--- src/rtl/xfc_pkg.sv ---
package xfc_pkg;
  typedef enum logic [1:0] {
    XFC_NORMAL = 2'b00,
    XFC_REPEAT = 2'b01,
    XFC_BLOCK  = 2'b10,
    XFC_RSVD   = 2'b11
  } xfc_mode_e;

  function automatic logic is_split(xfc_mode_e m);
    return (m == XFC_REPEAT) || (m == XFC_BLOCK);
  endfunction
endpackage

--- src/rtl/xfc_full_step.sv ---
module xfc_full_step #(
  parameter int CNT_W = 16
) (
  input  logic [CNT_W-1:0] cnt_i,
  output logic [CNT_W-1:0] nxt_o,
  output logic             end_o
);
  localparam logic [CNT_W-1:0] ONE = CNT_W'(1);

  always_comb begin
    nxt_o = cnt_i - ONE;
    end_o = (cnt_i == ONE);
  end
endmodule

--- src/rtl/xfc_split_step.sv ---
module xfc_split_step #(
  parameter int CNT_W = 16
) (
  input  logic [CNT_W-1:0] cnt_i,
  output logic [CNT_W-1:0] nxt_o,
  output logic             reload_o
);
  localparam int HALF_W = CNT_W / 2;
  localparam logic [HALF_W-1:0] ONE = HALF_W'(1);

  logic [HALF_W-1:0] hi, lo, lo_nxt;

  always_comb begin
    hi       = cnt_i[CNT_W-1:HALF_W];
    lo       = cnt_i[HALF_W-1:0];
    reload_o = (lo == ONE);
    // reaching zero refills from the reload byte
    lo_nxt   = reload_o ? hi : lo - ONE;
    nxt_o    = {hi, lo_nxt};
  end
endmodule

--- src/rtl/xfc_evt_pipe.sv ---
module xfc_evt_pipe #(
  parameter int IRQ_LAG = 1
) (
  input  logic clk_i,
  input  logic rst_ni,
  input  logic end_i,
  input  logic rel_i,
  output logic en_clr_o,
  output logic reload_o,
  output logic irq_o
);
  logic [IRQ_LAG-1:0] irq_sr;

  always_ff @(posedge clk_i or negedge rst_ni) begin
    if (!rst_ni) begin
      en_clr_o <= 1'b0;
      reload_o <= 1'b0;
    end else begin
      en_clr_o <= end_i;
      reload_o <= rel_i;
    end
  end

  generate
    if (IRQ_LAG == 1) begin : g_lag1
      always_ff @(posedge clk_i or negedge rst_ni) begin
        if (!rst_ni) irq_sr <= '0;
        else         irq_sr <= en_clr_o;
      end
    end else begin : g_lagn
      always_ff @(posedge clk_i or negedge rst_ni) begin
        if (!rst_ni) irq_sr <= '0;
        else         irq_sr <= {irq_sr[IRQ_LAG-2:0], en_clr_o};
      end
    end
  endgenerate

  assign irq_o = irq_sr[IRQ_LAG-1];
endmodule

--- src/rtl/xfer_count_unit.sv ---
module xfer_count_unit
  import xfc_pkg::*;
#(
  parameter int CNT_W   = 16,
  parameter int IRQ_LAG = 1
) (
  input  logic             clk_i,
  input  logic             rst_ni,
  input  logic             load_i,
  input  logic [CNT_W-1:0] load_val_i,
  input  logic [1:0]       mode_i,
  input  logic             dec_i,
  output logic [CNT_W-1:0] count_o,
  output logic             reload_o,
  output logic             en_clr_o,
  output logic             irq_o
);
  logic [CNT_W-1:0] cnt_q, full_nxt, split_nxt;
  xfc_mode_e        mode_q;
  logic             full_end, split_rel, split_mode, dec_ok;

  assign split_mode = is_split(mode_q);
  assign dec_ok     = dec_i & ~load_i;

  xfc_full_step #(.CNT_W(CNT_W)) u_full (
    .cnt_i (cnt_q),
    .nxt_o (full_nxt),
    .end_o (full_end)
  );

  xfc_split_step #(.CNT_W(CNT_W)) u_split (
    .cnt_i    (cnt_q),
    .nxt_o    (split_nxt),
    .reload_o (split_rel)
  );

  always_ff @(posedge clk_i or negedge rst_ni) begin
    if (!rst_ni) begin
      cnt_q  <= '0;
      mode_q <= XFC_NORMAL;
    end else if (load_i) begin
      cnt_q  <= load_val_i;
      mode_q <= xfc_mode_e'(mode_i);
    end else if (dec_i) begin
      cnt_q  <= split_mode ? split_nxt : full_nxt;
    end
  end

  xfc_evt_pipe #(.IRQ_LAG(IRQ_LAG)) u_evt (
    .clk_i    (clk_i),
    .rst_ni   (rst_ni),
    .end_i    (dec_ok & ~split_mode & full_end),
    .rel_i    (dec_ok & split_mode & split_rel),
    .en_clr_o (en_clr_o),
    .reload_o (reload_o),
    .irq_o    (irq_o)
  );

  assign count_o = cnt_q;
endmodule

--- config.mk ---
export PLATFORM = sky130hd
export DESIGN_NAME = xfer_count_unit
export DESIGN_NICKNAME = d
export VERILOG_FILES = /design/src/rtl/xfc_pkg.sv /design/src/rtl/xfc_full_step.sv /design/src/rtl/xfc_split_step.sv /design/src/rtl/xfc_evt_pipe.sv /design/src/rtl/xfer_count_unit.sv
export SDC_FILE = /design/constraint.sdc
export NUM_CORES = 1
export LEC_CHECK = 0
export BUFFER_PORTS_ARGS = -buffer_cell sky130_fd_sc_hd__buf_2
export CORE_AREA = 2 2 59 61
export CTS_CLUSTER_SIZE = 28
export DETAILED_ROUTE_END_ITERATION = 10
export DIE_AREA = 0 0 61 63
export PLACE_DENSITY_LB_ADDON = 0.15
export SLEW_MARGIN = 20
export SYNTH_ARGS = -nofsm -noshare
export SYNTH_HDL_FRONTEND = slang
export SYNTH_HIERARCHICAL = 1
export SYNTH_SLANG_ARGS = --single-unit
export TNS_END_PERCENT = 20
--- constraint.sdc ---
create_clock -name clk_i -period 2.82 [get_ports clk_i]
set_input_delay 0.141 -clock clk_i [delete_from_list [all_inputs] [get_ports clk_i]]
set_output_delay 0.141 -clock clk_i [all_outputs]
set_load 0.01 [all_outputs]
### Yosys cells after proc, flatten, opt, wreduce, memory -nomap -nowiden

Index checks and enable logic that the tools add are counted.

* mux-type cells: 4
* reductions and logical operators: 3
* equality and inequality tests: 5
* add/subtract/negate cells: 2
* bitwise gates (word level): 7

Operator list (number)
* 16-bit two-way mux: 3
* 16-bit by 1-bit == test with 1-bit output, second input constant: 1
* 16-bit by 1-bit subtractor with 16-bit output, second input constant: 1
* 8-bit by 1-bit == test with 1-bit output, second input constant: 1
* 8-bit two-way mux: 1
* 8-bit by 1-bit subtractor with 8-bit output, second input constant: 1
* 1-bit AND: 5
* 2-bit by 1-bit == test with 1-bit output, second input constant: 1
* 2-bit == test, second input constant: 1
* 2-bit != test, second input constant: 1
* 1-bit inverter: 2
* 2-bit AND reduction: 1
* 2-bit nonzero test: 1
* 1-bit logical OR: 1

* output and inout port bits: 19
* bits in registers: 21
* input bits: 22
* logic and storage cells: 27

### Longest topological paths before layout

* word-level depth: 5
* gate-level depth with buffers: 8
* gate-level depth less buffers: 7

### By module

Netlist, hierarchy kept.

By module, submodules not included
* xfer_count_unit: cells an instance 65, area an instance 893.4 sq um, instances 1
* xfc_split_step: cells an instance 48, area an instance 337.8 sq um, instances 1
* xfc_full_step: cells an instance 43, area an instance 302.8 sq um, instances 1
* xfc_evt_pipe: cells an instance 3, area an instance 75.1 sq um, instances 1

### Least setup slack after synthesis

No wires, ideal clock.

* kind: reg2reg
* start: register cnt_q[0], in the netlist count_o[0]
* end: register cnt_q[14], in the netlist count_o[14]
* setup time: 126 ps
* data required time: 2694 ps
* setup slack: 579 ps
* stages on the path, launching flop included: 9
* data arrival time: 2115 ps
* clock period less this slack: 2241 ps
* cells stage by stage: dfrtp_1 -> inv_1 -> ha_1 -> or3b_2 -> clkbuf_1 -> nor3_1 -> nand2_1 -> xnor2_1 -> a221o_1

* cells in the longest elaborated chain, start to end: 4

RTL lines
* start: declaration: RTL line xfer_count_unit.sv:18 `logic [CNT_W-1:0] cnt_q, full_nxt, split_nxt;`
* start signal: assignment: RTL line xfer_count_unit.sv:42 `cnt_q <= load_val_i;`
* start signal: assignment: RTL line xfer_count_unit.sv:45 `cnt_q <= split_mode ? split_nxt : full_nxt;`
* 16-bit by 1-bit subtractor with 16-bit output: RTL line xfc_full_step.sv:11 `nxt_o = cnt_i - ONE;`
* net full_nxt[14]: RTL line xfer_count_unit.sv:18
* 16-bit two-way mux: RTL line xfer_count_unit.sv:45
* 16-bit two-way mux: RTL line xfer_count_unit.sv:44 `end else if (dec_i) begin`
* 16-bit two-way mux: RTL line xfer_count_unit.sv:41 `end else if (load_i) begin`

The timed path passes the listed nets, and every way through them passes these cells. The select of a mux whose other input is x is not followed.
A chain may end at the register's enable or synchronous reset.

### Final worst setup path

* start: register cnt_q[3], in the netlist count_o[3]
* end: register cnt_q[15], in the netlist count_o[15]

Same word-level chain as after synthesis.

==> flow_summary.toml <==
[status]
status = "completed"

[detailed_routing]
drt-pass1-iter-count = 4
drtIter0Drc = 80
via_per_inst = 5.78
wl_per_cell_um = 16.1
drt.antenna.violating_nets = 0
vias = 1346
drc = 0
wirelength_um = 3740

[clock_tree]
cts_buffers = 3
clock-root-buffer = "clkbuf_4"
htree_levels = 1
cts_resized = 0
clk_latency_ps = 300
clk_pin_slew_ps = 130
clockBufferDepth = 2
cts_tree = "done"
clock_sinks = 21

[pwr]
p_int_w = 0.000559
netSwitchingPower_w = 0.000355
max-vdd-ir-drop_mv = 0.285
finalPower_w = 0.000914
p_sw_share_pct = 38.8
leakagePower_nw = 0.846
cellPowerDensity_nw_per_um2 = 515
clkPwrFrac_pct = 16.1
pwr-share-seq_pct = 47.2
combPwrFrac_pct = 36.6

[sta]
max-slew-margin-rel_pct = 51.1
grt_setup_unrepaired = "false"
setup_slack_ps = 503
report.final.slew_viol_count = 0
hold_violations = 0
fmax_mhz = 432
setup_viol = 0
tns_ps = 0
period_share_pct = 82.2
fin_skew_ps = 7.31
fin_crit_ps = 2320
whs_ps = 69.4
worst_pin_slew_ps = 733

[finish]
antenna_cells = 0
final_nets = 214
fin_util_pct = 54.9
final_cell_mix = "buf_2, dfrtp_1, a22o_1, a221o_1, inv_1"
drive_gt1_share_pct = 34.8
area_growth_pct = 10.3
mostFrequentLayoutCell = "buf_2"

[global_route]
grt_pass1_wl_um = 6280
grt_most_used_layer = "met2"
antenna_found_initial = 0
grt_pass1_vias = 1280
grt-ovfl-total = 0
grt_use_met1_pct = 30.6
met3_usage_pct = 3.52
grt_max_degree = 22
use_met2_pct = 32.7
grt_use_total_pct = 21.2

[yosys]
ys_seq_area_share_pct = 32.7
synth_nets = 185
synth_area_um2 = 1610
synth-seq-cells = 21
synthCells = 159
synth.avg_cell_area_um2 = 10.1
yosys_warnings = 6
netlist.area_leader.share_pct = 32.7
synth.largest_area_cell = "dfrtp_1"
ys_types = 47
synth_area_leaders = "dfrtp_1, a22o_1, a221o_1"

[worst_setup_path]
cpMaxStageDelayCell = "or4_4"
end_kind = "flip-flop"
crit_path_cell_trace = "or4_4, or3_4, nor3b_2, xor2_1, a221o_2"
max_stage_delay_ps = 620
path_buf_inv = 0
cp_max_fo = 12
cp-start-kind = "flip-flop"
critical_path_arrival_ps = 2520
crit_required_ps = 3020
crit_type = "reg2reg"
cp_top_family = "simple AND/OR/NAND/NOR gates"

[floorplan]
die-area_um2 = 3840
die_w_um = 61
ios = 41
core-area_um2 = 3230
die_h_um = 63
initial_core_util_pct = 49.8
num_rows = 21

[placement]
dpl.hpwl_um = 2630
place_congestion = 0.873
place_ws_ps = 519
port_buffers = 40

[flow_run]
max-cap-violations = 0

[hold_path]
hp-class = "in2reg"
metrics by stage:
step	std cells	cell area, um2
after floorplan	159	1610
after global placement	228	1740
after detailed placement	228	1740
after CTS	233	1770
after global routing	233	1770
final	233	1770
sequential cells by signal, indices dropped and copies added (netlist names):
name / count
count_o: 16
mode_q: 2
u_evt/en_clr_o: 1
u_evt/irq_o: 1
u_evt/reload_o: 1
worst paths after layout:
check,slack [ps],from,cells past startpoint,to
setup / recovery,500,count_o[3]$_DFFE_PN0P_,5,count_o[15]$_DFFE_PN0P_
hold / removal,70,mode_i[0],2,mode_q[0]$_DFFE_PN0P_
setup reg to reg,500,count_o[3]$_DFFE_PN0P_,5,count_o[15]$_DFFE_PN0P_
hold reg to reg,390,u_evt/en_clr_o$_DFF_PN0_,0,u_evt/irq_o$_DFF_PN0_
max in group asynchronous,2170,rst_ni,2,count_o[0]$_DFFE_PN0P_
min in group asynchronous,320,rst_ni,2,u_evt/reload_o$_DFF_PN0_
cells by family after synthesis:
| logic type | count (synthesis) | synth area share, % |
|---|---|---|
| compound gates | 47 | 25.7 |
| xor+xnor | 14 | 7.62 |
| fa+ha+maj | 4 | 3.11 |
| buf+inv | 27 | 10.4 |
| flops | 21 | 32.7 |
| mux | 5 | 3.65 |
| simple gates | 41 | 16.9 |
cell usage after synthesis, drive strengths merged:
cell,count
mux2i,1
o41ai,2
nor2,8
nor3b,3
and2,2
dfrtp,21
a221o,16
xnor2,5
o2bb2ai,1
inv,10
a22oi,1
o31ai,2
nor2b,1
or3b,2
nand2,5
clkbuf,3
a41oi,1
xor2,9
or2b,1
o21ai,3
a21oi,3
a22o,16
mux2,4
a31oi,1
buf,14
or3,3
or4,2
nor3,6
nor4,4
o211ai,1
nand2b,2
ha,4
and3,1
and4,1
power groups by stage:
| stage | clock, W | sequential, W | combinational, W |
|---|---|---|---|
| 2_1_floorplan | 0 | 0.000432 | 0.000251 |
| 3_3_place_gp | 0 | 0.000434 | 0.000328 |
| 3_5_place_dp | 0 | 0.000437 | 0.000333 |
| 4_1_cts | 0.000156 | 0.000431 | 0.000336 |
| 5_1_grt | 0.000169 | 0.000443 | 0.000369 |
| 6_report | 0.000147 | 0.000432 | 0.000335 |
per-layer routing:
metal / up-vias / routed length, um / share of wire, %
met1: 641 / 1740 / 46
li1: 657 / - / -
met2: 42 / 1740 / 46
met4: 0 / 59 / 1.6
met3: 6 / 202 / 5.4
met5: - / 0 / 0
cell type report:
type / count / area (um2)
Clock buffer: 3 / 22.5
Clock inverter: 1 / 5.00
Fill cell: 310 / 1460
Inverter: 10 / 37.5
Multi-Input combinational cell: 111 / 916
Sequential cell: 21 / 526
Tap cell: 46 / 57.6
Timing Repair Buffer: 41 / 210
what timing repair did:
action	CTS	global route
setup buffers	0	0
endpoints found under the hold margin	21	0
hold buffers	1	0
No activity file was read; power rests on OpenSTA's default activity.
